**src/rtl/cfl_pkg.sv**
```systemverilog
package cfl_pkg;

    localparam int MAGIC_LEN = 13;
    localparam int RAW_LEN   = 8;
    localparam int IDX_W     = $clog2(MAGIC_LEN + 1);

    typedef enum logic [2:0] {
        ST_IDLE,
        ST_MAGIC,
        ST_TAG,
        ST_LEN,
        ST_SKIP,
        ST_PAYLOAD,
        ST_DONE
    } cfl_state_e;

    // Expected preamble byte at a given position.
    function automatic logic [7:0] magic_byte(input logic [IDX_W-1:0] pos);
        logic [7:0] b;
        case (pos)
            IDX_W'(0):  b = 8'h00;
            IDX_W'(1):  b = 8'h09;
            IDX_W'(10): b = 8'h00;
            IDX_W'(11): b = 8'h00;
            IDX_W'(12): b = 8'h01;
            default:    b = pos[0] ? 8'hF0 : 8'h0F;
        endcase
        return b;
    endfunction

    // Expected raw-marker byte at a given position.
    function automatic logic [7:0] raw_byte(input logic [IDX_W-1:0] pos);
        logic [7:0] b;
        case (pos)
            IDX_W'(4): b = 8'hAA;
            IDX_W'(5): b = 8'h99;
            IDX_W'(6): b = 8'h55;
            IDX_W'(7): b = 8'h66;
            default:   b = 8'hFF;
        endcase
        return b;
    endfunction

endpackage

```
**src/rtl/cfl_marker_match.sv**
```systemverilog
module cfl_marker_match
    import cfl_pkg::*;
(
    input  logic       clk,
    input  logic       rst_n,
    input  logic       clr,
    input  logic       take,
    input  logic [7:0] data,
    output logic       magic_hit,
    output logic       magic_end,
    output logic       raw_hit,
    output logic       raw_end
);

    logic [IDX_W-1:0] pos_q;
    logic             magic_alive_q;
    logic             raw_alive_q;

    // Both candidates are compared in parallel on each byte.
    always_comb begin
        magic_hit = magic_alive_q && (data == magic_byte(pos_q));
        magic_end = magic_hit && (pos_q == IDX_W'(MAGIC_LEN - 1));
        raw_hit   = raw_alive_q && (pos_q < IDX_W'(RAW_LEN))
                    && (data == raw_byte(pos_q));
        raw_end   = raw_hit && (pos_q == IDX_W'(RAW_LEN - 1));
    end

    always_ff @(posedge clk or negedge rst_n) begin
        if (!rst_n) begin
            pos_q         <= '0;
            magic_alive_q <= 1'b1;
            raw_alive_q   <= 1'b1;
        end else if (clr) begin
            pos_q         <= '0;
            magic_alive_q <= 1'b1;
            raw_alive_q   <= 1'b1;
        end else if (take) begin
            pos_q         <= pos_q + IDX_W'(1);
            magic_alive_q <= magic_hit;
            raw_alive_q   <= raw_hit;
        end
    end

endmodule

```
**src/rtl/cfl_len_shift.sv**
```systemverilog
module cfl_len_shift #(
    parameter int LEN_W = 32
) (
    input  logic             clk,
    input  logic             rst_n,
    input  logic             clr,
    input  logic             shift,
    input  logic [7:0]       data,
    output logic [LEN_W-1:0] len_next
);

    logic [LEN_W-1:0] acc_q;

    // Big-endian: each new byte enters at the bottom.
    assign len_next = {acc_q[LEN_W-9:0], data};

    always_ff @(posedge clk or negedge rst_n) begin
        if (!rst_n) begin
            acc_q <= '0;
        end else if (clr) begin
            acc_q <= '0;
        end else if (shift) begin
            acc_q <= len_next;
        end
    end

endmodule

```
**src/rtl/cfl_down_cnt.sv**
```systemverilog
module cfl_down_cnt #(
    parameter int LEN_W = 32
) (
    input  logic             clk,
    input  logic             rst_n,
    input  logic             load,
    input  logic [LEN_W-1:0] load_val,
    input  logic             dec,
    output logic             at_one
);

    logic [LEN_W-1:0] cnt_q;

    assign at_one = (cnt_q == LEN_W'(1));

    always_ff @(posedge clk or negedge rst_n) begin
        if (!rst_n) begin
            cnt_q <= '0;
        end else if (load) begin
            cnt_q <= load_val;
        end else if (dec && (cnt_q != '0)) begin
            cnt_q <= cnt_q - LEN_W'(1);
        end
    end

endmodule

```
**src/rtl/cfl_locator.sv**
```systemverilog
module cfl_locator
    import cfl_pkg::*;
#(
    parameter int         LEN_W     = 32,
    parameter int         SHORT_MAX = 255,
    parameter logic [7:0] TAG_FIRST = 8'h61,
    parameter logic [7:0] TAG_LONG  = 8'h65
) (
    input  logic             clk,
    input  logic             rst_n,
    input  logic             start,
    input  logic             in_valid,
    input  logic [7:0]       in_data,
    input  logic             in_last,
    output logic             in_ready,
    output logic             out_valid,
    output logic [7:0]       out_data,
    output logic             out_last,
    input  logic             out_ready,
    output logic             pay_start,
    output logic [LEN_W-1:0] pay_len,
    output logic             ok,
    output logic             error,
    output logic             fallback_detected,
    output logic             not_found
);

    localparam int LIDX_W = 2;
    localparam logic [LIDX_W-1:0] SHORT_LAST = LIDX_W'(1);
    localparam logic [LIDX_W-1:0] LONG_LAST  = LIDX_W'(3);

    cfl_state_e state_q, state_nx;

    logic             take;
    logic             start_acc;
    logic             tag_take;
    logic             tag_legal;
    logic             is_long_q;
    logic [LIDX_W-1:0] lidx_q;
    logic             len_final;
    logic [LEN_W-1:0] len_next;
    logic             cnt_one;
    logic             magic_hit, magic_end, raw_hit, raw_end;

    logic             set_ok, set_err, set_raw, set_nf;
    logic             pay_go, cnt_load, cnt_dec;

    logic             ok_q, err_q, raw_q, nf_q, pay_start_q;
    logic [LEN_W-1:0] pay_len_q;

    assign take      = in_valid && in_ready;
    assign start_acc = start && ((state_q == ST_IDLE) || (state_q == ST_DONE));
    assign tag_take  = take && (state_q == ST_TAG);
    assign tag_legal = (in_data >= TAG_FIRST) && (in_data <= TAG_LONG);
    assign len_final = (lidx_q == (is_long_q ? LONG_LAST : SHORT_LAST));

    cfl_marker_match i_match (
        .clk       (clk),
        .rst_n     (rst_n),
        .clr       (start_acc),
        .take      (take && (state_q == ST_MAGIC)),
        .data      (in_data),
        .magic_hit (magic_hit),
        .magic_end (magic_end),
        .raw_hit   (raw_hit),
        .raw_end   (raw_end)
    );

    cfl_len_shift #(.LEN_W(LEN_W)) i_len (
        .clk      (clk),
        .rst_n    (rst_n),
        .clr      (tag_take),
        .shift    (take && (state_q == ST_LEN)),
        .data     (in_data),
        .len_next (len_next)
    );

    cfl_down_cnt #(.LEN_W(LEN_W)) i_cnt (
        .clk      (clk),
        .rst_n    (rst_n),
        .load     (cnt_load),
        .load_val (len_next),
        .dec      (cnt_dec),
        .at_one   (cnt_one)
    );

    // State register
    always_ff @(posedge clk or negedge rst_n) begin
        if (!rst_n) state_q <= ST_IDLE;
        else        state_q <= state_nx;
    end

    // Next state and events
    always_comb begin
        state_nx = state_q;
        set_ok   = 1'b0;
        set_err  = 1'b0;
        set_raw  = 1'b0;
        set_nf   = 1'b0;
        pay_go   = 1'b0;
        cnt_load = 1'b0;
        cnt_dec  = 1'b0;
        unique case (state_q)
            ST_IDLE: begin
                if (start) state_nx = ST_MAGIC;
            end
            ST_MAGIC: begin
                if (take) begin
                    if (raw_end) begin
                        set_err  = 1'b1;
                        set_raw  = 1'b1;
                        state_nx = ST_DONE;
                    end else if (!magic_hit && !raw_hit) begin
                        set_err  = 1'b1;
                        state_nx = ST_DONE;
                    end else if (in_last) begin
                        set_nf   = 1'b1;
                        state_nx = ST_DONE;
                    end else if (magic_end) begin
                        state_nx = ST_TAG;
                    end
                end
            end
            ST_TAG: begin
                if (take) begin
                    if (!tag_legal) begin
                        set_err  = 1'b1;
                        state_nx = ST_DONE;
                    end else if (in_last) begin
                        set_nf   = 1'b1;
                        state_nx = ST_DONE;
                    end else begin
                        state_nx = ST_LEN;
                    end
                end
            end
            ST_LEN: begin
                if (take) begin
                    if (!len_final) begin
                        if (in_last) begin
                            set_nf   = 1'b1;
                            state_nx = ST_DONE;
                        end
                    end else if (!is_long_q && (len_next > LEN_W'(SHORT_MAX))) begin
                        set_err  = 1'b1;
                        state_nx = ST_DONE;
                    end else if (is_long_q) begin
                        pay_go   = 1'b1;
                        cnt_load = 1'b1;
                        if (len_next == '0) begin
                            set_ok   = 1'b1;
                            state_nx = ST_DONE;
                        end else if (in_last) begin
                            set_nf   = 1'b1;
                            state_nx = ST_DONE;
                        end else begin
                            state_nx = ST_PAYLOAD;
                        end
                    end else begin
                        cnt_load = 1'b1;
                        if (in_last) begin
                            set_nf   = 1'b1;
                            state_nx = ST_DONE;
                        end else if (len_next == '0) begin
                            state_nx = ST_TAG;
                        end else begin
                            state_nx = ST_SKIP;
                        end
                    end
                end
            end
            ST_SKIP: begin
                if (take) begin
                    cnt_dec = 1'b1;
                    if (in_last) begin
                        set_nf   = 1'b1;
                        state_nx = ST_DONE;
                    end else if (cnt_one) begin
                        state_nx = ST_TAG;
                    end
                end
            end
            ST_PAYLOAD: begin
                if (take) begin
                    cnt_dec = 1'b1;
                    if (cnt_one) begin
                        set_ok   = 1'b1;
                        state_nx = ST_DONE;
                    end else if (in_last) begin
                        set_nf   = 1'b1;
                        state_nx = ST_DONE;
                    end
                end
            end
            ST_DONE: begin
                if (start) state_nx = ST_MAGIC;
            end
            default: state_nx = ST_IDLE;
        endcase
    end

    // Combinational stream outputs
    always_comb begin
        in_ready  = 1'b0;
        out_valid = 1'b0;
        out_last  = 1'b0;
        out_data  = in_data;
        unique case (state_q)
            ST_MAGIC, ST_TAG, ST_LEN, ST_SKIP: in_ready = 1'b1;
            ST_PAYLOAD: begin
                in_ready  = out_ready;
                out_valid = in_valid;
                out_last  = in_valid && cnt_one;
            end
            default: in_ready = 1'b0;
        endcase
    end

    // Section bookkeeping
    always_ff @(posedge clk or negedge rst_n) begin
        if (!rst_n) begin
            is_long_q <= 1'b0;
            lidx_q    <= '0;
        end else if (tag_take) begin
            is_long_q <= (in_data == TAG_LONG);
            lidx_q    <= '0;
        end else if (take && (state_q == ST_LEN)) begin
            lidx_q    <= lidx_q + LIDX_W'(1);
        end
    end

    // Status and length registers
    always_ff @(posedge clk or negedge rst_n) begin
        if (!rst_n) begin
            ok_q        <= 1'b0;
            err_q       <= 1'b0;
            raw_q       <= 1'b0;
            nf_q        <= 1'b0;
            pay_start_q <= 1'b0;
            pay_len_q   <= '0;
        end else begin
            pay_start_q <= pay_go;
            if (start_acc) begin
                ok_q      <= 1'b0;
                err_q     <= 1'b0;
                raw_q     <= 1'b0;
                nf_q      <= 1'b0;
                pay_len_q <= '0;
            end else begin
                if (set_ok)  ok_q  <= 1'b1;
                if (set_err) err_q <= 1'b1;
                if (set_raw) raw_q <= 1'b1;
                if (set_nf)  nf_q  <= 1'b1;
                if (pay_go)  pay_len_q <= len_next;
            end
        end
    end

    assign pay_start         = pay_start_q;
    assign pay_len           = pay_len_q;
    assign ok                = ok_q;
    assign error             = err_q;
    assign fallback_detected = raw_q;
    assign not_found         = nf_q;

endmodule

```
**config.mk**
```make
export PLATFORM = sky130hd
export DESIGN_NAME = cfl_locator
export DESIGN_NICKNAME = d
export VERILOG_FILES = /design/src/rtl/cfl_pkg.sv /design/src/rtl/cfl_marker_match.sv /design/src/rtl/cfl_len_shift.sv /design/src/rtl/cfl_down_cnt.sv /design/src/rtl/cfl_locator.sv
export SDC_FILE = /design/constraint.sdc
export NUM_CORES = 1
export LEC_CHECK = 0
export BUFFER_PORTS_ARGS = -buffer_cell sky130_fd_sc_hd__clkbuf_2
export CAP_MARGIN = 25
export CORE_UTILIZATION = 45
export CTS_BUF_LIST = sky130_fd_sc_hd__clkbuf_4 sky130_fd_sc_hd__clkbuf_8
export DETAILED_ROUTE_END_ITERATION = 7
export GPL_ROUTABILITY_DRIVEN = 0
export GPL_TIMING_DRIVEN = 0
export PLACE_DENSITY = 0.77
export SLEW_MARGIN = 20
export SYNTH_ARGS = -nofsm -noshare
export SYNTH_HDL_FRONTEND = slang
export SYNTH_SLANG_ARGS = --single-unit
```
**constraint.sdc**
```tcl
create_clock -name clk -period 2.43 [get_ports clk]
set_input_delay 0.3645 -clock clk [delete_from_list [all_inputs] [get_ports clk]]
set_output_delay 0.3645 -clock clk [all_outputs]
set_load 0.02 [all_outputs]
```
==> metrics.md, run 1 <==
| Metric | Value |
|---|---|
| Status | finished, violations left |
| Failing checks | setup timing |
| Vias per inst | 5.90 |
| Global route overflow | 0 |
| Logic pwr share | 48.9% |
| Crit path from | i_match.pos_q[1]$_DFFE_PN0P_ |
| Wire per inst | between 15 and 20 microns |
| Share of layout cells above drive strength 1 | 28.3% |
| Fin Setup TNS | -1.58 ns |
| Clock Skews | 0.00932 ns |
| Iteration-0 DRC count of the detailed router | 460 |
| Leakage | 3.14 nW |
| Total iterations of the first detailed-routing run | 6 |
| Syn Area/Cell | 8.71 sq um |
| Hold Path Class | input pin to flip-flop |
| Die height | ~110 microns |
| CP endpoint kind | flip-flop |
| Startpoint Class | flip-flop |
| Worst R2R Start | i_match.pos_q[1]$_DFFE_PN0P_ |
| Slew Viols, Final | 0 |
| Pint | 4.19 mW |
| NumNets Final | 762 |
| Crit path to | not_found$_DFFE_PN0P_ |
| Final worst slack | -0.264 ns |
| Fmax | 0.371 GHz |
| CTS Sinks | roughly 110 |
| Row cnt | 40 |
| VDD IR-drop max | between 0.0007 and 0.0008 V |
| Psw | 3.37 mW |
| Switching Share | 44.6% |
| Clock slew at reported path FFs | roughly 0.10 ns |
| Diode count | 0 |
| Synth area leader | dfrtp_1 |
| Worst slew margin | 60.6% |
| Synth warn | 0 |
| Commonest cells after routing, fill and taps aside | nand2_1, dfrtp_1, clkbuf_2 |
| Required time worst endpoint | 2.75 ns |
| R2R setup slack | -0.26 ns |
| Min cycle time layout | 2.69 ns |
| GRT Util Overall | 25.4% |
| Reg2Reg Depth | 9 |
| Dominant cells by area after synthesis | dfrtp_1, nand2_1, o21ai_0, xnor2_1, nor2_1 |
| Pwr Total | 7.56 mW |
| WS Path Type | flip-flop to flip-flop |
| Antenna violations before repair | 0 |
| PortBufs | 57 |
| Syn Inst Count | roughly 630 |
| Clock Path Buffers | 2 |
| Final wirelength | 16200 microns |
| Synth async-reset ratio | 100% |
| Initial Util | 46.1% |
| RSZ-0062 raised after global routing | yes |
| Worst skew pair latency | around 0.39 ns |
| Die area | 12700 sq um |
| Final non-filler cell area | roughly 7100 sq um |
| Synth Cell Area | 5520 sq um |
| DR DRC count | 0 |
| Via count | 5266 |
| Worst-margin pin slew | 0.591 ns |
| Area post-placement | 6050 sq um |
| Final hold vios | 0 |
| FF-to-FF End | not_found$_DFFE_PN0P_ |
| Commonest non-fill, non-tap cell in the layout | nand2_1 |
| Final cycle utilization of the critical path | 111% |
| Critical Path Fanout Max | 4 |
| Hpwl dp | 10300 microns |
| CTS tree | built |
| Worst endpoint data arrival time | ~3 ns |
| Ys flop type | dfrtp_1 |
| EDFF count, synth | 0 |
| CTS buffer count | 9 |
| Final setup fails | 13 |
| Sequential-to-total area share from yosys stat | 47.7% |
| Worst slack, placed | -0.506 ns |
| DRT antenna net count | 0 |
| Total core area | between 10000 and 15000 sq um |
| Largest net degree at the start of global routing | 83 |
| Distinct cell type count after synthesis | 66 |
| Vias in the first global route | 5117 |
| Sequential power share | 36.6% |
| Die X | 113 microns |
| Top-area cell type share of the netlist area | 46.7% |
| Number of max-cap violations | 0 |
| Pwr/cell area | 1070 nW/um^2 |
| Clock share of power | 14.5% |
| Root buffer cell | clkbuf_8 |
| Post-Syn Nets | between 600 and 700 |
| Area grow syn2layout | 28.4% |
| First-pass GRT wire length | 25500 microns |
| H-tree depth | 3 |
| # IOs | 62 |
| Synthesis-stage register bit count | about 110 |
layer usage:
metal / up-vias / wire [microns] / track usage (%)
met5: - / 0 / 0
met4: 0 / 357 / 9.24
met3: 44 / 1140 / 4.50
met2: 253 / 8250 / 42.7
met1: 2583 / 6490 / 33.0
li1: 2386 / - / -
state kept, by name, indices dropped and copies added (netlist names), 2 cells and up:
register / flops
pay_len: 32
i_match.pos_q: 4
i_len.acc_q: 24
state_q: 3
lidx_q: 2
i_cnt.cnt_q: 32
power by group through the flow:
stage	Combinational [mW]	Clock, mW	Sequential (mW)
final	3.70	1.10	2.77
after global routing	3.98	1.19	2.82
after CTS	2.89	1.12	2.70
after detailed placement	2.46	0	2.72
after global placement	2.36	0	2.69
after floorplan	1.85	0	2.58
synthesized netlist by cell type (all sizes together) (6+ instances only):
| library cell | instances |
|---|---|
| or4 | 6 |
| inv | 13 |
| o21ai | 71 |
| or3 | 6 |
| dfrtp | 103 |
| clkbuf | 29 |
| buf | 15 |
| a21oi | 8 |
| xnor2 | 30 |
| ha | 8 |
| nand4 | 8 |
| nand3 | 7 |
| nor3 | 21 |
| nand2 | 162 |
| nor2 | 42 |
| o31ai | 6 |
| nor4 | 23 |
| a31oi | 6 |
worst min-delay path by stage:
stage / from / to / depth (start not counted)
detailed placement: rst_n / pay_len[12]$_DFFE_PN0P_ / 1
CTS: in_data[4] / i_len.acc_q[4]$_DFFE_PN0P_ / 3
floorplan: rst_n / error$_DFFE_PN0P_ / 0
global route: in_data[4] / i_len.acc_q[4]$_DFFE_PN0P_ / 3
global placement: pay_len[27]$_DFFE_PN0P_ / pay_len[27]$_DFFE_PN0P_ / 2
finish: in_data[4] / i_len.acc_q[4]$_DFFE_PN0P_ / 3
worst max-delay path: stages, from the launching register on:
cell	delay (ns)
dfrtp_2	0.48
ha_4	0.19
or4b_4	0.51
nor3_2	0.10
and3b_2	0.24
nor4_4	0.28
buf_4	0.17
a31oi_4	0.10
a2111oi_4	0.34
a22o_1	0.21
cell families (layout without fill, tap and decap cells):
kind of cell / count (synthesis) / in the layout / synth area share [%]
AND/OR/NAND/NOR: 301 / 301 / 26.0
multiplexers: 6 / 6 / 1.11
XOR/XNOR: 35 / 35 / 5.56
AO/OA/AOI/OAI: 120 / 120 / 13.1
adder cells (fa/ha/maj): 9 / 9 / 2.00
buffers and inverters: 57 / 169 / 4.61
flip-flops: 105 / 105 / 47.7
metrics by stage:
step | hold WS, ns | utilization, % | instances
after global placement | 0.461 | 50.3 | 837
after detailed placement | 0.255 | 50.6 | 838
final | 0.314 | 59.2 | 892
after floorplan | 0.0689 | - | 633
after global routing | 0.340 | 59.2 | 892
after CTS | 0.307 | 55.5 | 872
cell type report:
class	count	area, sq um
Tap cell	147	184
Sequential cell	105	2640
Timing Repair Buffer	99	658
Fill cell	982	4880
Clock buffer	11	151
Buffer	41	230
Inverter	13	51.3
Clock inverter	5	47.5
Multi-Input combinational cell	471	3130
what timing repair did:
item | CTS | global route
buffers inserted | 19 | 21
hold buffers | 1 | 0
pin swaps | 18 | 31
setup endpoints to repair | 63 | 65
resized for setup | 52 | 75
hold endpoints to repair | 23 | 0
No activity file was read; power rests on OpenSTA's default activity.
==> run 2: changes to the inputs <==
- ABC_AREA: default -> 1
- CTS_CLUSTER_DIAMETER: default -> 120
==> run 2 against run 1 <==
The flow now finishes without violations. Cell count grew 11%. First-iteration DRC count is 6.1% lower. Critical path depth grew 5. Synthesized area up 6.1%. Maximum frequency rose by 18%. Count of clock-buffer cells in the layout did not move. Largest cell class unchanged. Critical path type unchanged. Total power decreased by 9.7%. Sequential power shrank 7%.
==> metrics.md, run 2 <==
| Metric | Value |
|---|---|
| GRT Util Overall | 24.8% |
| Vias in the first global route | 5044 |
| Sequential power share | 37.7% |
| Hpwl dp | 11200 microns |
| Via count | between 5000 and 6000 |
| Most numerous cell in the Yosys netlist | nand2_1 |
| Syn Area/Cell | ~8 sq um |
| Worst slew margin | 63.2% |
| CP endpoint kind | flip-flop |
| Commonest cells after routing, fill and taps aside | nand2_1, dfrtp_1, inv_1 |
| Filler cells | 1258 |
| Leakage | 3.40 nW |
| Initial Util | a little under half |
| Pint | around 3.8 mW |
| Root buffer cell | clkbuf_8 |
| Dominant cells by area after synthesis | dfrtp_1, nand2_1, inv_1, nand3_1, nor2_1 |
| PortBufs | a little over 60 |
| CTS buffer count | 9 |
| Hold slack | between 0.3 and 0.4 ns |
| Worst endpoint data arrival time | around 2.6 ns |
| Final hold vios | 0 |
| Final cycle utilization of the critical path | 94.3% |
| Sequential-to-total area share from yosys stat | 45.0% |
| Synth cell count leaders | nand2_1, dfrtp_1, inv_1 |
| Wire per inst | about 15 microns |
| Clock slew at reported path FFs | 0.09 ns |
| Largest net degree at the start of global routing | 88 |
| Critical Path Fanout Max | 10 |
| CTS Sinks | 105 |
| Synth Cell Area | a little under 6000 sq um |
| DR DRC count | 0 |
| Die X | 116 microns |
| Clock Skews | 0.0185 ns |
| Total core area | around 13000 sq um |
| Synthesis-stage register bit count | 105 |
| First-pass GRT wire length | 25500 microns |
| Synth async-reset ratio | 100% |
| Vias per inst | 5.37 |
| Logic pwr share | a little under half |
| Final wirelength | roughly 15000 microns |
| Clock Path Buffers | 2 |
| Worst skew pair latency | around 0.40 ns |
| CTS tree | built |
| Worst-margin pin slew | ~0.55 ns |
| Total iterations of the first detailed-routing run | 7 |
| Switching Share | 44.5% |
| H-tree depth | 3 |
| Area grow syn2layout | 14.9% |
| Synth area leader | dfrtp_1 |
| Share of layout cells above drive strength 1 | between 10% and 20% |
| Iteration-0 DRC count of the detailed router | 432 |
| Slew Viols, Final | 0 |
| Die area | ~13000 sq um |
| Post-Syn Nets | about 750 |
| Global route overflow | 0 |
| Number of max-cap violations | 0 |
| Status | finished, final reports clean |
| Psw | 3.04 mW |
| Synth warn | 0 |
| Final setup fails | 0 |
| Fmax | 0.436 GHz |
| Min cycle time layout | 2.29 ns |
| # IOs | 62 |
| Diode count | 0 |
| Antenna violations before repair | 0 |
| Ys flop type | dfrtp_1 |
| Syn Inst Count | 730 |
| NumNets Final | between 800 and 900 |
| EDFF count, synth | 0 |
| Hold Path Class | input pin to flip-flop |
| Row cnt | 41 |
| Required time worst endpoint | 2.69 ns |
| Clock share of power | 16.8% |
| Core Util, Final | 53.1% |
| WS Path Type | flip-flop to flip-flop |
| Distinct cell type count after synthesis | 48 |
| Top-area cell type share of the netlist area | between 40% and 50% |
| Startpoint Class | flip-flop |
| DRT antenna net count | 0 |
| Die height | 116 microns |
| Pwr/cell area | 1020 nW/um^2 |
| Hold path depth | 4 |
| VDD IR-drop max | about 0.00050 V |
| Reg2Reg Depth | 14 |
| Commonest non-fill, non-tap cell in the layout | nand2_1 |
==> run 2: cell types whose count changed after synthesis, moves of 23 or more <==
| cell | before | now |
|---|---|---|
| o21ai_0 | 67 | 29 |
| inv_1 | 13 | 89 |
| o22ai_1 | 2 | 25 |
| nor2_1 | 42 | 66 |
| nand3_1 | 7 | 65 |
| xnor2_1 | 30 | 2 |
==> run 2: metrics by stage <==
| stage | TNS, ns | instances | power [mW] | cell area (sq um) | setup slack (ns) |
|---|---|---|---|---|---|
| 6_report | 0 | 986 | 6.83 | 6720 | 0.139 |
| 5_1_grt | -0.00945 | 986 | 7.37 | 6720 | -0.00945 |
| 4_1_cts | 0 | 982 | 6.74 | 6660 | 0.0501 |
| 3_5_place_dp | -1.49 | 964 | 5.55 | 6410 | -0.121 |
| 3_3_place_gp | -48.73 | 963 | 5.47 | 6370 | -0.471 |
| 2_1_floorplan | 0 | 730 | 4.79 | 5850 | 0.490 |
==> run 2: path summary, 6_finish.rpt <==
| kind | from | end | slack [ns] |
|---|---|---|---|
| max | i_cnt.cnt_q[0]$_DFFE_PN0P_ | i_cnt.cnt_q[0]$_DFFE_PN0P_ | 0.14 |
| min | start | not_found$_DFFE_PN0P_ | 0.37 |
| max reg2reg | i_cnt.cnt_q[0]$_DFFE_PN0P_ | i_cnt.cnt_q[0]$_DFFE_PN0P_ | 0.14 |
| min reg2reg | error$_DFFE_PN0P_ | error$_DFFE_PN0P_ | 0.50 |
| max in group asynchronous | rst_n | i_match.magic_alive_q$_DFFE_PN1P_ | 1.35 |
| min in group asynchronous | rst_n | pay_start$_DFF_PN0_ | 0.39 |
==> run 2: layout make-up <==
cell class              count  area (sq um)  share of cell area, %
clock inverters             5          62.6                  0.931
repair buffers             68           402                   5.97
plain buffers              28           171                   2.55
clock buffers              11           145                   2.16
inverters                 102           392                   5.83
multi-input cells         495          2700                   40.2
well taps                 172           215                   3.20
flip-flops and latches    105          2630                   39.2
==> run 2: power by group through the flow <==
| stage | registers, mW | logic [mW] | clock network [mW] |
|---|---|---|---|
| floorplan | 2.56 | 2.23 | 0 |
| global placement | 2.59 | 2.88 | 0 |
| detailed placement | 2.59 | 2.96 | 0 |
| CTS | 2.57 | 3.01 | 1.17 |
| global route | 2.64 | 3.50 | 1.24 |
| finish | 2.58 | 3.11 | 1.15 |
==> run 2: worst max-delay path, stage by stage, from the launching register on <==
cell and delay [ns]:
dfrtp_2 0.42, inv_1 0.08, ha_1 0.24, nand2_2 0.15
inv_1 0.10, nand2_1 0.17, clkinv_2 0.14, a21oi_4 0.19
buf_12 0.13, clkinv_4 0.09, nand2_4 0.08, inv_2 0.08
buf_6 0.16, nand2_1 0.07, o221ai_2 0.08
==> run 2: per-layer routing <==
| metal | part of all wire [%] | up-vias | global-route usage [%] |
|---|---|---|---|
| li1 | - | 2575 | - |
| met1 | 45 | 2531 | 34.0 |
| met2 | 47 | 172 | 39.3 |
| met3 | 6.2 | 17 | 5.39 |
| met4 | 1.5 | 0 | 7.61 |
| met5 | 0 | - | 0 |
==> run 2: timing repair <==
| action | CTS | global route |
|---|---|---|
| hold endpoints to repair | 18 | 0 |
| setup buffers | 1 | 4 |
| setup endpoints to repair | 21 | 37 |
| hold buffers | 1 | 0 |
| pin swaps | 1 | 5 |
| resized for setup | 7 | 11 |
==> run 2: cells by family after synthesis <==
family	count (synthesis)	share of synthesized area, %
xor gates and xnor gates	21	3.14
DFF	105	45.0
AOI/OAI and AO/OA	110	12.3
muxes	1	0.171
and+or+nand+nor	355	28.3
adders and majority gates	8	1.71
buffers and inverters	130	9.50
==> run 3: changes to the inputs <==
- CORE_UTILIZATION: 45 -> 50
- PLACE_DENSITY: 0.77 -> 0.83
==> run 3 against run 2 <==
Setup slack got worse by 0.028 ns. Routed wire length fell by 1.4%. Sequential cell count did not move. Critical path depth down 2. Register-to-register slack worse by 0.03 ns. Cell count decreased by 3.2%. Combinational power about the same. Die area decreased by 9.8%. Sequential power about the same.
==> metrics.md, run 3 (synthesis results as in run 2) <==
| Metric | Value |
|---|---|
| Status | finished, final reports clean |
| Worst slew margin | 63.9% |
| Final setup fails | 0 |
| Number of max-cap violations | 0 |
| Diode count | 0 |
| Commonest non-fill, non-tap cell in the layout | nand2_1 |
| FF-to-FF End | i_cnt.cnt_q[22]$_DFFE_PN0P_ |
| Logic pwr share | 45.4% |
| Sequential cell area | 2630 sq um |
| Critical Path Fanout Max | 10 |
| Die height | 110 microns |
| VDD IR-drop max | about 0.0005 V |
| Startpoint Class | flip-flop |
| Hold Path Class | input pin to flip-flop |
| DR DRC count | 0 |
| WS Path Type | flip-flop to flip-flop |
| Pint | 3.74 mW |
| Total core area | ~11000 sq um |
| Root buffer cell | clkbuf_8 |
| Initial Util | 51.2% |
| Hold slack | 0.346 ns |
| Clock Path Buffers | 2 |
| Switching Share | 45.1% |
| Antenna violations before repair | 0 |
| Worst-margin pin slew | 0.542 ns |
| Total iterations of the first detailed-routing run | 5 |
| Sequential power share | 37.8% |
| Die X | 110 microns |
| Worst path max stage delay | 0.43 ns |
| H-tree depth | 3 |
| Final wirelength | around 15000 microns |
| Final hold vios | 0 |
| Vias per inst | 5.60 |
| Worst Hold Endpoint | ok$_DFFE_PN0P_ |
| CTS buffer count | 9 |
| Share of layout cells above drive strength 1 | 18.9% |
| Slowest CP cell | dfrtp_2 |
| RSZ-0062 raised after global routing | no |
| Final Non-Filler Cells | 954 |
| Clock slew at reported path FFs | 0.11 ns |
| Final cycle utilization of the critical path | 95.4% |
| Clock Skews | 0.0156 ns |
| Slew Viols, Final | 0 |
| CP endpoint kind | flip-flop |
| Fin Setup TNS | 0 ns |
| GR Util met3 | 6.64% |
| Global route overflow | 0 |
| Worst endpoint data arrival time | 2.62 ns |
| Reg2Reg Depth | 12 |
| Min cycle time layout | around 2.3 ns |
| PortBufs | 61 |
| Multi-input gate area | about 2700 sq um |
| R2R setup slack | between 0.1 and 0.15 ns |
| Via count | 5343 |
| Hold path depth | 4 |
| NumNets Final | 828 |
| Core Util, Final | between 50% and 60% |
| DRT antenna net count | 0 |
| Largest net degree at the start of global routing | 89 |
| Commonest cells after routing, fill and taps aside | nand2_1, dfrtp_1, inv_1 |
| Leakage | ~3.4 nW |
| Filler cells | 1055 |
| Hpwl dp | 11000 microns |
| Fmax | 0.431 GHz |
| Wire per inst | 15.7 microns |
| Clock share of power | 16.8% |
| GRT Util Overall | 26.6% |
| CP Cell Sequence | inv_1 > ha_1 > nand2_2 > inv_1 > nand2_1 > clkinv_2 > a21oi_4 > nand2_2 > inv_2 > buf_4 > nand2_1 > o211ai_1 |
| Die area | 12100 sq um |
| Vias in the first global route | 5066 |
| Psw | 3.07 mW |
| # IOs | 62 |
| First-pass GRT wire length | 24600 microns |
| Worst R2R Start | i_cnt.cnt_q[0]$_DFFE_PN0P_ |
| GR Layer Usage met1 | between 30% and 40% |
| Required time worst endpoint | 2.74 ns |
| Busiest grt layer | met2 |
| Placed insts | 935 |
| Iteration-0 DRC count of the detailed router | 455 |
| CTS Sinks | roughly 110 |
| Pwr/cell area | roughly 1000 nW/um^2 |
| Row cnt | 39 |
| Min-delay src | start |
| CTS tree | built |
| Pwr Total | 6.81 mW |
| Area grow syn2layout | 13.6% |
| GRT met2 Usage | 42.6% |
| Worst skew pair latency | 0.39 ns |
-- run 3: power by group through the flow --
stage          logic, mW  clock network (mW)  registers, mW
6_report            3.09                1.14           2.57
5_1_grt             3.45                1.23           2.63
4_1_cts             2.98                1.15           2.56
3_5_place_dp        2.94                   0           2.59
3_3_place_gp        2.86                   0           2.58
2_1_floorplan       2.23                   0           2.56
-- run 3: final cells by class --
cell class | instances | area share (%)
multi-input combinational | 495 | 40.6
tap | 143 | 2.69
clock buffer | 9 | 1.86
inverter | 102 | 5.89
buffer | 28 | 2.62
clock inverter | 7 | 1.19
timing repair buffer | 65 | 5.51
sequential | 105 | 39.6
-- run 3: critical path: cells and delay by family, from the launching register on --
| family | cells | cell delay (ns) |
|---|---|---|
| buffers and inverters | 5 | 0.69 |
| DFF | 1 | 0.43 |
| AOI/OAI and AO/OA | 2 | 0.32 |
| and+or+nand+nor | 4 | 0.55 |
| adders and majority gates | 1 | 0.24 |
-- run 3: repair_timing --
| action | CTS | global route |
|---|---|---|
| buffers inserted | 1 | 1 |
| setup endpoints to repair | 18 | 31 |
| hold endpoints to repair | 17 | 0 |
| hold buffers | 1 | 0 |
| resized for setup | 5 | 12 |
| pin swaps | 1 | 2 |
-- run 3: per-layer routing --
metal  vias up  wire length, microns
met4         0                   333
li1       2567                     -
met3        32                  1130
met1      2529                  6470
met2       215                  7010
met5         -                     0
-- run 3: worst max path at each step --
stage / from / endpoint / slack, ns / cells past startpoint
final: i_cnt.cnt_q[0]$_DFFE_PN0P_ / i_cnt.cnt_q[22]$_DFFE_PN0P_ / 0.11 / 12
after global routing: i_cnt.cnt_q[16]$_DFFE_PN0P_ / out_last / 0.003 / 7
after CTS: i_cnt.cnt_q[24]$_DFFE_PN0P_ / out_last / 0.01 / 5
after detailed placement: i_cnt.cnt_q[0]$_DFFE_PN0P_ / i_cnt.cnt_q[22]$_DFFE_PN0P_ / -0.10 / 12
after global placement: rst_n / state_q[0]$_DFFE_PN0P_ / -0.43 / 1
after floorplan: i_match.pos_q[0]$_DFFE_PN0P_ / state_q[0]$_DFFE_PN0P_ / 0.49 / 16
-- run 3: through the flow --
| step | setup slack, ns | area [sq um] |
|---|---|---|
| 6_report | 0.111 | 6650 |
| 5_1_grt | 0.00262 | 6650 |
| 4_1_cts | 0.0145 | 6610 |
| 3_5_place_dp | -0.102 | 6370 |
| 3_3_place_gp | -0.428 | 6330 |
| 2_1_floorplan | 0.490 | 5850 |
